$ cat src/rtl/idrom_pkg.sv
package idrom_pkg;

  // Wrapping 8-bit sum of the four bytes of a 32-bit word
  function automatic logic [7:0] word_byte_sum(input logic [31:0] w);
    logic [7:0] acc;
    acc = 8'd0;
    for (int b = 0; b < 4; b++) begin
      acc = acc + w[8*b +: 8];
    end
    return acc;
  endfunction

  // An area passes when its running sum and its stored byte cancel mod 256
  function automatic logic sum_cancels(input logic [7:0] run_sum, input logic [7:0] stored);
    logic [7:0] total;
    total = run_sum + stored;
    return total == 8'd0;
  endfunction

  localparam int NUM_PTRS = 5;

endpackage

$ cat src/rtl/idrom_seq.sv
module idrom_seq #(
  parameter int AW   = 9,
  parameter int LAST = 33
) (
  input  logic          clk,
  input  logic          rst_n,
  input  logic          start,
  output logic [AW-1:0] addr,
  output logic          issue,
  output logic          accepted
);
  localparam logic [AW-1:0] LAST_A = AW'(LAST);

  logic          boot_pend;
  logic          busy;
  logic [AW-1:0] addr_q;
  logic          at_end;

  assign accepted = (start || boot_pend) && !busy;
  assign at_end   = busy && (addr_q == LAST_A);

  always_ff @(posedge clk) begin
    if (!rst_n) begin
      boot_pend <= 1'b1;
      busy      <= 1'b0;
      addr_q    <= '0;
    end else begin
      boot_pend <= 1'b0;
      if (accepted) begin
        busy   <= 1'b1;
        addr_q <= '0;
      end else if (at_end) begin
        busy   <= 1'b0;
      end else if (busy) begin
        addr_q <= addr_q + 1'b1;
      end
    end
  end

  assign addr  = addr_q;
  assign issue = busy;


  addr_step_chk: assert property (@(posedge clk) disable iff (!rst_n)
    (busy && !at_end) |=> (addr_q == $past(addr_q) + 1'b1));


  addr_bound_chk: assert property (@(posedge clk) disable iff (!rst_n)
    busy |-> (addr_q <= LAST_A));


  no_restart_chk: assert property (@(posedge clk) disable iff (!rst_n)
    (busy && start && !at_end) |=> (addr_q != '0));

endmodule

$ cat src/rtl/idrom_pipe.sv
module idrom_pipe #(
  parameter int AW  = 9,
  parameter int LAT = 1
) (
  input  logic          clk,
  input  logic          rst_n,
  input  logic          vld_in,
  input  logic [AW-1:0] addr_in,
  output logic          vld_out,
  output logic [AW-1:0] addr_out
);
  logic [LAT-1:0] vld_sr;
  logic [AW-1:0]  addr_sr [LAT];

  always_ff @(posedge clk) begin
    if (!rst_n) begin
      vld_sr <= '0;
    end else begin
      vld_sr[0] <= vld_in;
      for (int s = 1; s < LAT; s++) begin
        vld_sr[s] <= vld_sr[s-1];
      end
    end
  end

  always_ff @(posedge clk) begin
    addr_sr[0] <= addr_in;
    for (int s = 1; s < LAT; s++) begin
      addr_sr[s] <= addr_sr[s-1];
    end
  end

  assign vld_out  = vld_sr[LAT-1];
  assign addr_out = addr_sr[LAT-1];

endmodule

$ cat src/rtl/idrom_area.sv
module idrom_area
  import idrom_pkg::*;
#(
  parameter int AW     = 9,
  parameter int PAY_LO = 0,
  parameter int PAY_HI = 13,
  parameter int PAD    = 14,
  parameter int SLOT   = 15
) (
  input  logic          clk,
  input  logic          rst_n,
  input  logic          clear,
  input  logic          vld,
  input  logic [AW-1:0] addr,
  input  logic [31:0]   data,
  output logic          ok
);
  localparam logic [AW-1:0] LO_A   = AW'(PAY_LO);
  localparam logic [AW-1:0] HI_A   = AW'(PAY_HI);
  localparam logic [AW-1:0] PAD_A  = AW'(PAD);
  localparam logic [AW-1:0] SLOT_A = AW'(SLOT);

  logic [7:0] run_sum;
  logic       pad_clean;
  logic       ok_q;
  logic       in_payload;
  logic       at_pad;
  logic       at_slot;
  logic       verdict;

  assign in_payload = vld && (addr >= LO_A) && (addr <= HI_A);
  assign at_pad     = vld && (addr == PAD_A);
  assign at_slot    = vld && (addr == SLOT_A);
  assign verdict    = sum_cancels(run_sum, data[31:24]) && pad_clean
                      && (data[23:0] == 24'd0);

  always_ff @(posedge clk) begin
    if (!rst_n || clear) begin
      run_sum   <= 8'd0;
      pad_clean <= 1'b1;
      ok_q      <= 1'b0;
    end else begin
      if (in_payload) run_sum   <= run_sum + word_byte_sum(data);
      if (at_pad)     pad_clean <= (data == 32'd0);
      if (at_slot)    ok_q      <= verdict;
    end
  end

  assign ok = ok_q;


  ok_rise_slot_chk: assert property (@(posedge clk) disable iff (!rst_n)
    $rose(ok_q) |-> $past(at_slot));


  ok_clear_chk: assert property (@(posedge clk) disable iff (!rst_n)
    clear |=> !ok_q);

endmodule

$ cat src/rtl/idrom_check.sv
module idrom_check
  import idrom_pkg::*;
#(
  parameter int AW        = 9,
  parameter int RD_LAT    = 1,
  parameter int HDR_WORDS = 16,
  parameter int INFO_BASE = 16,
  parameter int INFO_PAY  = 16,
  parameter int FMT_VER   = 1
) (
  input  logic          clk,
  input  logic          rst_n,
  input  logic          start,
  output logic [AW-1:0] rom_addr,
  input  logic [31:0]   rom_data,
  output logic          done,
  output logic          header_ok,
  output logic          info_ok,
  output logic          version_ok,
  output logic          range_error,
  output logic [AW-1:0] off_info,
  output logic [AW-1:0] off_proj,
  output logic [AW-1:0] off_board,
  output logic [AW-1:0] off_custom,
  output logic [AW-1:0] off_second
);
  localparam int ROM_WORDS = 1 << AW;
  localparam int INFO_HI   = INFO_BASE + INFO_PAY - 1;
  localparam int INFO_PAD  = INFO_BASE + INFO_PAY;
  localparam int INFO_SLOT = INFO_PAD + 1;
  localparam int LAST      = INFO_SLOT;
  localparam logic [AW-1:0] LAST_A = AW'(LAST);
  localparam logic [AW-1:0] VER_A  = '0;

  // Internal events, named for the assertions
  logic          issue;
  logic          accepted;
  logic          p_vld;
  logic [AW-1:0] p_addr;
  logic          scan_end;
  logic [1:0]    area_ok;

  logic          done_q;
  logic          finished;
  logic          ver_q;
  logic          rng_q;
  logic [AW-1:0] ptr_q [NUM_PTRS];

  idrom_seq #(.AW(AW), .LAST(LAST)) u_seq (
    .clk      (clk),
    .rst_n    (rst_n),
    .start    (start),
    .addr     (rom_addr),
    .issue    (issue),
    .accepted (accepted)
  );

  idrom_pipe #(.AW(AW), .LAT(RD_LAT)) u_pipe (
    .clk      (clk),
    .rst_n    (rst_n),
    .vld_in   (issue),
    .addr_in  (rom_addr),
    .vld_out  (p_vld),
    .addr_out (p_addr)
  );

  for (genvar g = 0; g < 2; g++) begin : g_area
    idrom_area #(
      .AW     (AW),
      .PAY_LO ((g == 0) ? 0             : INFO_BASE),
      .PAY_HI ((g == 0) ? HDR_WORDS - 3 : INFO_HI),
      .PAD    ((g == 0) ? HDR_WORDS - 2 : INFO_PAD),
      .SLOT   ((g == 0) ? HDR_WORDS - 1 : INFO_SLOT)
    ) u_area (
      .clk   (clk),
      .rst_n (rst_n),
      .clear (accepted),
      .vld   (p_vld),
      .addr  (p_addr),
      .data  (rom_data),
      .ok    (area_ok[g])
    );
  end

  assign scan_end = p_vld && (p_addr == LAST_A);

  // Version word and pointer capture
  always_ff @(posedge clk) begin
    if (!rst_n || accepted) begin
      ver_q <= 1'b0;
      rng_q <= 1'b0;
      for (int k = 0; k < NUM_PTRS; k++) ptr_q[k] <= '0;
    end else if (p_vld) begin
      if (p_addr == VER_A) ver_q <= (rom_data == 32'(FMT_VER));
      for (int k = 0; k < NUM_PTRS; k++) begin
        if (p_addr == AW'(k + 1)) begin
          ptr_q[k] <= rom_data[AW-1:0];
          if (rom_data >= 32'(ROM_WORDS)) rng_q <= 1'b1;
        end
      end
    end
  end

  // End-of-scan strobe and result hold
  always_ff @(posedge clk) begin
    if (!rst_n) begin
      done_q   <= 1'b0;
      finished <= 1'b0;
    end else begin
      done_q <= scan_end;
      if (accepted)      finished <= 1'b0;
      else if (scan_end) finished <= 1'b1;
    end
  end

  assign done        = done_q;
  assign header_ok   = finished && area_ok[0];
  assign info_ok     = finished && area_ok[1];
  assign version_ok  = finished && ver_q;
  assign range_error = finished && rng_q;
  assign off_info    = ptr_q[0];
  assign off_proj    = ptr_q[1];
  assign off_board   = ptr_q[2];
  assign off_custom  = ptr_q[3];
  assign off_second  = ptr_q[4];


  done_pulse_chk: assert property (@(posedge clk) disable iff (!rst_n)
    done |=> !done);


  done_slot_chk: assert property (@(posedge clk) disable iff (!rst_n)
    done |-> ($past(p_vld) && ($past(p_addr) == LAST_A)));


  result_hold_chk: assert property (@(posedge clk) disable iff (!rst_n)
    (finished && !accepted) |=> ($stable(header_ok) && $stable(info_ok)
                                 && $stable(version_ok) && $stable(range_error)));


  start_clear_chk: assert property (@(posedge clk) disable iff (!rst_n)
    accepted |=> (!header_ok && !info_ok && !version_ok && !range_error));


  reset_quiet_chk: assert property (@(posedge clk)
    !rst_n |=> (!done && !header_ok && !info_ok));

endmodule

$ cat config.mk
export PLATFORM = sky130hd
export DESIGN_NAME = idrom_check
export DESIGN_NICKNAME = d
export VERILOG_FILES = /design/src/rtl/idrom_pkg.sv /design/src/rtl/idrom_seq.sv /design/src/rtl/idrom_pipe.sv /design/src/rtl/idrom_area.sv /design/src/rtl/idrom_check.sv
export SDC_FILE = /design/constraint.sdc
export NUM_CORES = 1
export LEC_CHECK = 0
export ABC_AREA = 1
export CAP_MARGIN = 0
export CELL_PAD_IN_SITES_DETAIL_PLACEMENT = 0
export CELL_PAD_IN_SITES_GLOBAL_PLACEMENT = 1
export CORE_MARGIN = 2
export CORE_UTILIZATION = 45
export DETAILED_ROUTE_END_ITERATION = 10
export DONT_BUFFER_PORTS = 1
export GPL_TIMING_DRIVEN = 1
export MAX_ROUTING_LAYER = met4
export PLACE_DENSITY_LB_ADDON = 0.1
export SLEW_MARGIN = 20
export SYNTH_ARGS = -nofsm -noshare
export SYNTH_HDL_FRONTEND = slang
export SYNTH_HIERARCHICAL = 1
export SYNTH_SLANG_ARGS = --single-unit
export TNS_END_PERCENT = 20
$ cat constraint.sdc
create_clock -name clk -period 4.15 [get_ports clk]
set_input_delay 0.83 -clock clk [delete_from_list [all_inputs] [get_ports clk]]
set_output_delay 0.83 -clock clk [all_outputs]
set_load 0.02 [all_outputs]
==> results by group, run 1 <==
Outcome
  • Status: finished clean

Cells and area
  • Layout area overhead: 8.63%
  • Multi-input gate area: 3400 um2
  • Register area: 2250 um2
  • Layout cell share with drive strength beyond 1: 8.66%
  • Nets: 912
  • Antenna diode count: 0
  • Finished Layout Cells: 988
  • Filler cell count: 1318

Synth
  • Synthesized instance count: 789
  • Synth warnings: 6
  • Ys flop type: edfxtp_1
  • Synthesized area per cell: 8.07 um2
  • Synth Area in Adders: 19.5%
  • Post-synth EDFFs: 45
  • Top cells by count, synth: 172 x inv_1, 155 x nand2_1, 93 x nor2_1
  • Leading post-synthesis cells by cell area: edfxtp_1 21%, dfxtp_1 14%, fa_1 13%
  • Leading area contributor after synthesis: edfxtp_1
  • Main combinational cell family by area after synthesis: simple AND/OR/NAND/NOR gates
  • Share of synthesized registers carrying an async set or reset: 0%
  • Post-synthesis sequential area ratio: 35.4%
  • FF+latch count, synth: 90
  • Top-count cell post-synth: inv_1
  • Synth Cell Area: 6360 um2
  • Compound-Gate Fraction of Synth Area: 6.21%
  • Synthesized Nets: 898
  • Synth cell types: 37
  • Post-synthesis mux area share: 0%
  • Synth top area share: 21.2%
  • XOR/XNOR Fraction of Synth Area: 3.58%
  • Post-synthesis simple-gate area fraction: 24.2%

Hold path
  • Worst hold path type: reg2reg

CTS
  • Setup Fix Bufs, Post-CTS: 0
  • Clock Latency Late Sink: 350 ps
  • CTS resizes: 0
  • Root buffer cell: clkbuf_16
  • Clock Path Buffers: 2
  • Num Clock Sinks: 90
  • CTS clk-pin slew, worst paths: 70 ps
  • Num CTS Buffers: 9
  • Hold buffer count at cts: 0
  • CTS tree: built
  • Htree depth: 3

Route
  • Drt total wl: 15300 um
  • DR WL/cell: 15.5 um
  • ANT nets after route: 0
  • Via density: 4.94
  • DR iter-0 viols: 206
  • First-pass iteration count of the detailed router: 4
  • Drt drc: 0
  • Via count: 4880

Power and ir drop
  • PD cells: 373 nW/um2
  • Worst IR Drop VDD: 269 uV
  • Leakage: 3.27 nW
  • Power, Total: 2.58 mW

STA
  • Fin crit period: 3480 ps
  • Slew HR: 57.7%
  • Max Slew Vio Count: 0
  • Hold_ws: 459 ps
  • Period utilization: 83.9%
  • Number of hold violations in the final report: 0
  • Final setup fails: 0
  • Sum Neg Setup Slack: 0 ps
  • Worst slew pin tran: 633 ps
  • Fmax: 287 MHz
  • Worst Clk Skew: 7.25 ps
  • RSZ-0062 raised after global routing: no

Global routing
  • First-pass GRT wire length: 24400 um
  • Overall overflow remaining after global route: 0
  • Initial antenna violation count: 0
  • Vias in the first global route: 4672
  • Largest net degree at the start of global routing: 18
  • All-layer global routing usage: 22.0%

Die
  • Die area: 15100 um2
  • FP Rows: 43
  • Die Span Y: 123 um
  • Initial Utilization: 46.0%
  • Core Area: 13800 um2
  • Die W: 123 um
  • I/O Pins: 94

Critical path
  • Startpoint types: primary input
  • Worst-path fanout max: 6
  • Nature of the critical path endpoint: flop
  • Data required, critical path: 4410 ps
  • Crit Path Class: in2reg
  • Worst Path Arrival: 3740 ps

Place
  • Port bufs: 0
  • GP Congestion: 0.908
  • Placed cell count: 972
  • DP HPWL: 12100 um

Run
  • Max-Cap Viols: 0
==> cells in the final DEF, fill, tap and decap left out, types with 2 or more instances in the layout <==
| master | n |
|---|---|
| nand2_1 | 155 |
| nand3_1 | 39 |
| nor2_1 | 93 |
| fa_1 | 42 |
| o21ai_1 | 9 |
| nand4_1 | 9 |
| nand2_2 | 6 |
| buf_4 | 5 |
| nand3b_1 | 3 |
| o31ai_1 | 2 |
| o21ai_0 | 18 |
| nor2_2 | 18 |
| a21oi_1 | 29 |
| nor4_1 | 4 |
| inv_2 | 10 |
| ha_1 | 32 |
| o21bai_1 | 3 |
| nor3_1 | 4 |
| edfxtp_1 | 45 |
| xor2_1 | 13 |
| dfxtp_1 | 45 |
| a21oi_2 | 4 |
| inv_1 | 172 |
| nor2_4 | 6 |
| a31oi_1 | 3 |
| xnor2_1 | 13 |
| clkbuf_16 | 9 |
| inv_6 | 3 |
==> per-stage QoR <==
stage / instance area, um2 / utilization [%] / worst slack [ps]
2_1_floorplan: 6360 / - / 518
3_3_place_gp: 6610 / 47.8 / 395
3_5_place_dp: 6610 / 47.8 / 300
4_1_cts: 6910 / 50.0 / 693
5_1_grt: 6910 / 50.0 / 493
6_report: 6910 / 50.0 / 667
==> final timing paths <==
kind	start	endpoint	slack [ps]	depth (start not counted)
min reg2reg	rng_q	rng_q	460	2
min	rng_q	rng_q	460	2
max reg2reg	g_area[1].u_area/run_sum[1]	g_area[1].u_area/run_sum[7]	1770	13
max	rom_data[1]	g_area[1].u_area/run_sum[7]	670	15
==> critical path, stage by stage <==
cell and delay [ps]:
inv_1 40, fa_1 590, fa_1 460, fa_1 460
inv_1 70, ha_1 180, inv_1 60, fa_1 400
inv_1 100, nand4_1 120, and3_1 210, nand2_1 60
nand3_1 60, nand2_1 70, inv_1 30
==> final cells by class <==
| class | instances | area share [%] |
|---|---|---|
| repair buffers | 5 | 0.543 |
| flip-flops and latches | 90 | 32.6 |
| clock buffers | 9 | 3.26 |
| clock inverters | 7 | 1.16 |
| inverters | 183 | 9.97 |
| well taps | 180 | 3.26 |
| multi-input cells | 514 | 49.2 |
==> power by group <==
part	total (mW)	internal, mW	leakage, nW	switching (mW)
clock	0.844	0.476	0.150	0.368
combinational	0.700	0.286	2.26	0.415
sequential	1.04	0.974	0.866	0.0627
==> cells by family (layout without fill, tap and decap cells) <==
group / Yosys count / count (layout)
AOI/OAI and AO/OA: 71 / 71
xor gates and xnor gates: 26 / 26
adders and majority gates: 74 / 74
buffers and inverters: 185 / 204
DFF: 90 / 90
and+or+nand+nor: 343 / 343
==> sequential cells by signal (all words and copies together), names as in the netlist <==
signal,flops
u_seq/boot_pend,1
done,1
ptr_q,45
u_pipe/addr_sr,9
u_seq/addr,9
g_area.u_area/ok,2
u_seq/issue,1
ver_q,1
rng_q,1
u_pipe/vld_out,1
g_area.u_area/pad_clean,2
g_area.u_area/run_sum,16
finished,1
==> metal layers <==
metal | part of all wire [%] | global-route usage [%] | up-vias | wire length, um
li1 | - | - | 2469 | -
met3 | 5.9 | 4.11 | 26 | 901
met2 | 46 | 34.0 | 122 | 7110
met4 | 2.2 | 7.69 | 0 | 340
met5 | 0 | - | - | 0
met1 | 45 | 28.9 | 2263 | 6970
Power figures use the tool's default switching activity.
==> run 2, diff against run 1 <==
--- a/config.mk
+++ b/config.mk
@@ -10,7 +10,7 @@
 export CELL_PAD_IN_SITES_DETAIL_PLACEMENT = 0
 export CELL_PAD_IN_SITES_GLOBAL_PLACEMENT = 1
 export CORE_MARGIN = 2
-export CORE_UTILIZATION = 45
+export CORE_UTILIZATION = 43
 export DETAILED_ROUTE_END_ITERATION = 10
 export DONT_BUFFER_PORTS = 1
 export GPL_TIMING_DRIVEN = 1
==> constraint.sdc (replaced) <==
create_clock -name clk -period 2.9 [get_ports clk]
set_input_delay 0.58 -clock clk [delete_from_list [all_inputs] [get_ports clk]]
set_output_delay 0.58 -clock clk [all_outputs]
set_load 0.02 [all_outputs]
==> run 2 against run 1 <==
Net effect: the flow now finishes with violations (negative setup slack); final cell count increased by 2.5%; wire length increased by 2.2%; first-iteration DRC count increased by 17%; die area is 4.5% higher; hold slack got worse by 130 ps; global-route usage shrank 1.1 points; sequential power up 42%; clock-buffer cell count unchanged; largest power group unchanged.
==> results by group, run 2 (synthesized netlist as in run 1, its figures left out) <==
Hold path
  • Launch point of the worst hold path: rst_n
  • Worst hold path type: in2reg
  • Hold EP: u_seq/boot_pend
  • Hold depth: 1

STA
  • Final setup fails: 6
  • Fmax: 334 MHz
  • Setup ws final: -93.8 ps
  • Worst Clk Skew: 9.34 ps
  • Period utilization: 103%
  • Slew HR: 58.6%
  • Worst slew pin tran: 620 ps
  • Max Slew Vio Count: 0
  • Fin crit period: 2990 ps
  • Number of hold violations in the final report: 0
  • RSZ-0062 raised after global routing: yes
  • Sum Neg Setup Slack: -308 ps

Critical path
  • CP Buf/Inv Count: 6
  • Critical Path Source: rom_data[20]
  • R2R Path Start: g_area[1].u_area/run_sum[1]
  • Nature of the critical path endpoint: flop
  • R2R setup slack: 700 ps
  • Data required, critical path: 3150 ps
  • Crit Path Class: in2reg
  • Crit-path leading delay family: adder cells
  • Crit-path cells: inv_8 -> fa_1 -> inv_2 -> fa_1 -> inv_2 -> fa_1 -> inv_2 -> ha_4 -> a21oi_4 -> o21ai_2 -> a21oi_2 -> inv_1 -> nand2_1 -> nand3_1 -> nand2_1 -> inv_1
  • CP max stage cell: fa_1
  • Startpoint types: primary input
  • R2R cell count: 13
  • Worst path max stage delay: 550 ps
  • Worst Path Arrival: 3240 ps
  • Reg-to-reg endpoint: g_area[1].u_area/run_sum[7]
  • Worst-path fanout max: 5

Global routing
  • First-pass GRT wire length: 25300 um
  • Overall overflow remaining after global route: 0
  • Largest net degree at the start of global routing: 20
  • Initial antenna violation count: 0
  • All-layer global routing usage: 20.9%
  • Vias in the first global route: 4871

Route
  • First-pass iteration count of the detailed router: 4
  • ANT nets after route: 0
  • Drt drc: 0
  • Drt total wl: 15700 um
  • Via density: 4.86
  • Via count: 4926
  • DR WL/cell: 15.5 um
  • DR iter-0 viols: 241

Place
  • Placed cell count: 994
  • GP Congestion: 0.885
  • Port bufs: 0
  • Placed Area: 6840 um2
  • DP HPWL: 12400 um

Cells and area
  • Regs by FF count: ptr_q (45), g_area.u_area/run_sum (16)
  • Util after Layout: 49.8%
  • Filler cell count: 1398
  • Antenna diode count: 0
  • Nets: 933
  • Layout cell share with drive strength beyond 1: 14.4%
  • Finished Layout Cells: 1013
  • Register area: 2250 um2
  • Layout area overhead: 13.3%
  • Post-route cell area: 7210 um2
  • Max reg flops: 45
  • Leading cell types in the layout, fill and taps excluded: 161 x inv_1, 155 x nand2_1, 93 x nor2_1
  • Multi-input gate area: 3530 um2
  • Commonest non-fill, non-tap cell in the layout: inv_1
  • Largest reg by FF count: ptr_q

Power and ir drop
  • Power share of the clock group: 29.8%
  • Flop pwr share: 37.3%
  • Switching part of the total: 33.9%
  • Power, Total: 3.98 mW
  • Leakage: 3.36 nW
  • Cell internal pwr: 2.63 mW
  • PD cells: 551 nW/um2
  • Worst IR Drop VDD: 272 uV
  • Sw Pwr: 1.35 mW
  • Logic pwr share: 33.0%

CTS
  • Root buffer cell: clkbuf_16
  • Num CTS Buffers: 9
  • Htree depth: 3
  • Clock Latency Late Sink: 350 ps
  • CTS tree: built
  • Num Clock Sinks: 90
  • CTS clk-pin slew, worst paths: 70 ps
  • Clock Path Buffers: 2

Outcome
  • Failing checks: negative setup slack
  • Status: finished with violations

Die
  • Die Span Y: 126 um
  • I/O Pins: 94
  • Initial Utilization: 44.0%
  • Die area: 15800 um2
  • Die W: 126 um
  • Core Area: 14500 um2
  • FP Rows: 44

Run
  • Max-Cap Viols: 0
[run 2: worst max path at each step]
| stage | end | slack, ps | cells after the start |
|---|---|---|---|
| 6_report | g_area[0].u_area/run_sum[7] | -90 | 16 |
| 5_1_grt | g_area[0].u_area/run_sum[7] | -230 | 16 |
| 4_1_cts | g_area[1].u_area/run_sum[7] | -100 | 15 |
| 3_5_place_dp | g_area[1].u_area/run_sum[7] | -490 | 15 |
| 3_3_place_gp | g_area[1].u_area/run_sum[7] | -460 | 15 |
| 2_1_floorplan | g_area[1].u_area/run_sum[7] | -370 | 16 |
[run 2: cell type report]
type                            instances  share of cell area [%]
Tap cell                              184                    3.19
Clock inverter                          7                    1.06
Timing Repair Buffer                   26                    2.71
Clock buffer                            9                    3.12
Multi-Input combinational cell        514                    48.9
Sequential cell                        90                    31.2
Inverter                              183                    9.77
[run 2: through the flow]
stage / hold WS, ps / setup slack, ps
after global routing: 314 / -228
after CTS: 310 / -99.4
after floorplan: 426 / -370
after global placement: 445 / -458
after detailed placement: 454 / -491
final: 324 / -93.8
[run 2: power groups by stage]
stage	combinational [mW]	sequential (mW)	clock, mW
after global placement	1.23	1.51	0
final	1.31	1.48	1.18
after global routing	1.50	1.49	1.27
after floorplan	0.903	1.50	0
after CTS	1.27	1.48	1.21
after detailed placement	1.24	1.51	0
[run 2: worst reg2reg max path: cells and delay by family (launching register included)]
| kind | cells | cell delay, ps |
|---|---|---|
| adders and majority gates | 3 | 990 |
| and+or+nand+nor | 5 | 450 |
| DFF | 1 | 350 |
| buffers and inverters | 5 | 320 |
[run 2: timing repair]
action                                  4_1_cts  5_1_grt
buffers inserted                              2        1
endpoints found under the setup margin        6        9
gates resized for setup                       6       12
hold endpoints to repair                      0        0
pin swaps                                     9       12
hold buffers                                  0        0
[run 2: routing by layer]
layer | up-vias | part of all wire [%] | track usage (%)
li1 | 2507 | - | -
met1 | 2292 | 46 | 27.1
met2 | 107 | 48 | 33.7
met3 | 20 | 4.5 | 4.29
met4 | 0 | 1.5 | 5.16
met5 | - | 0 | -
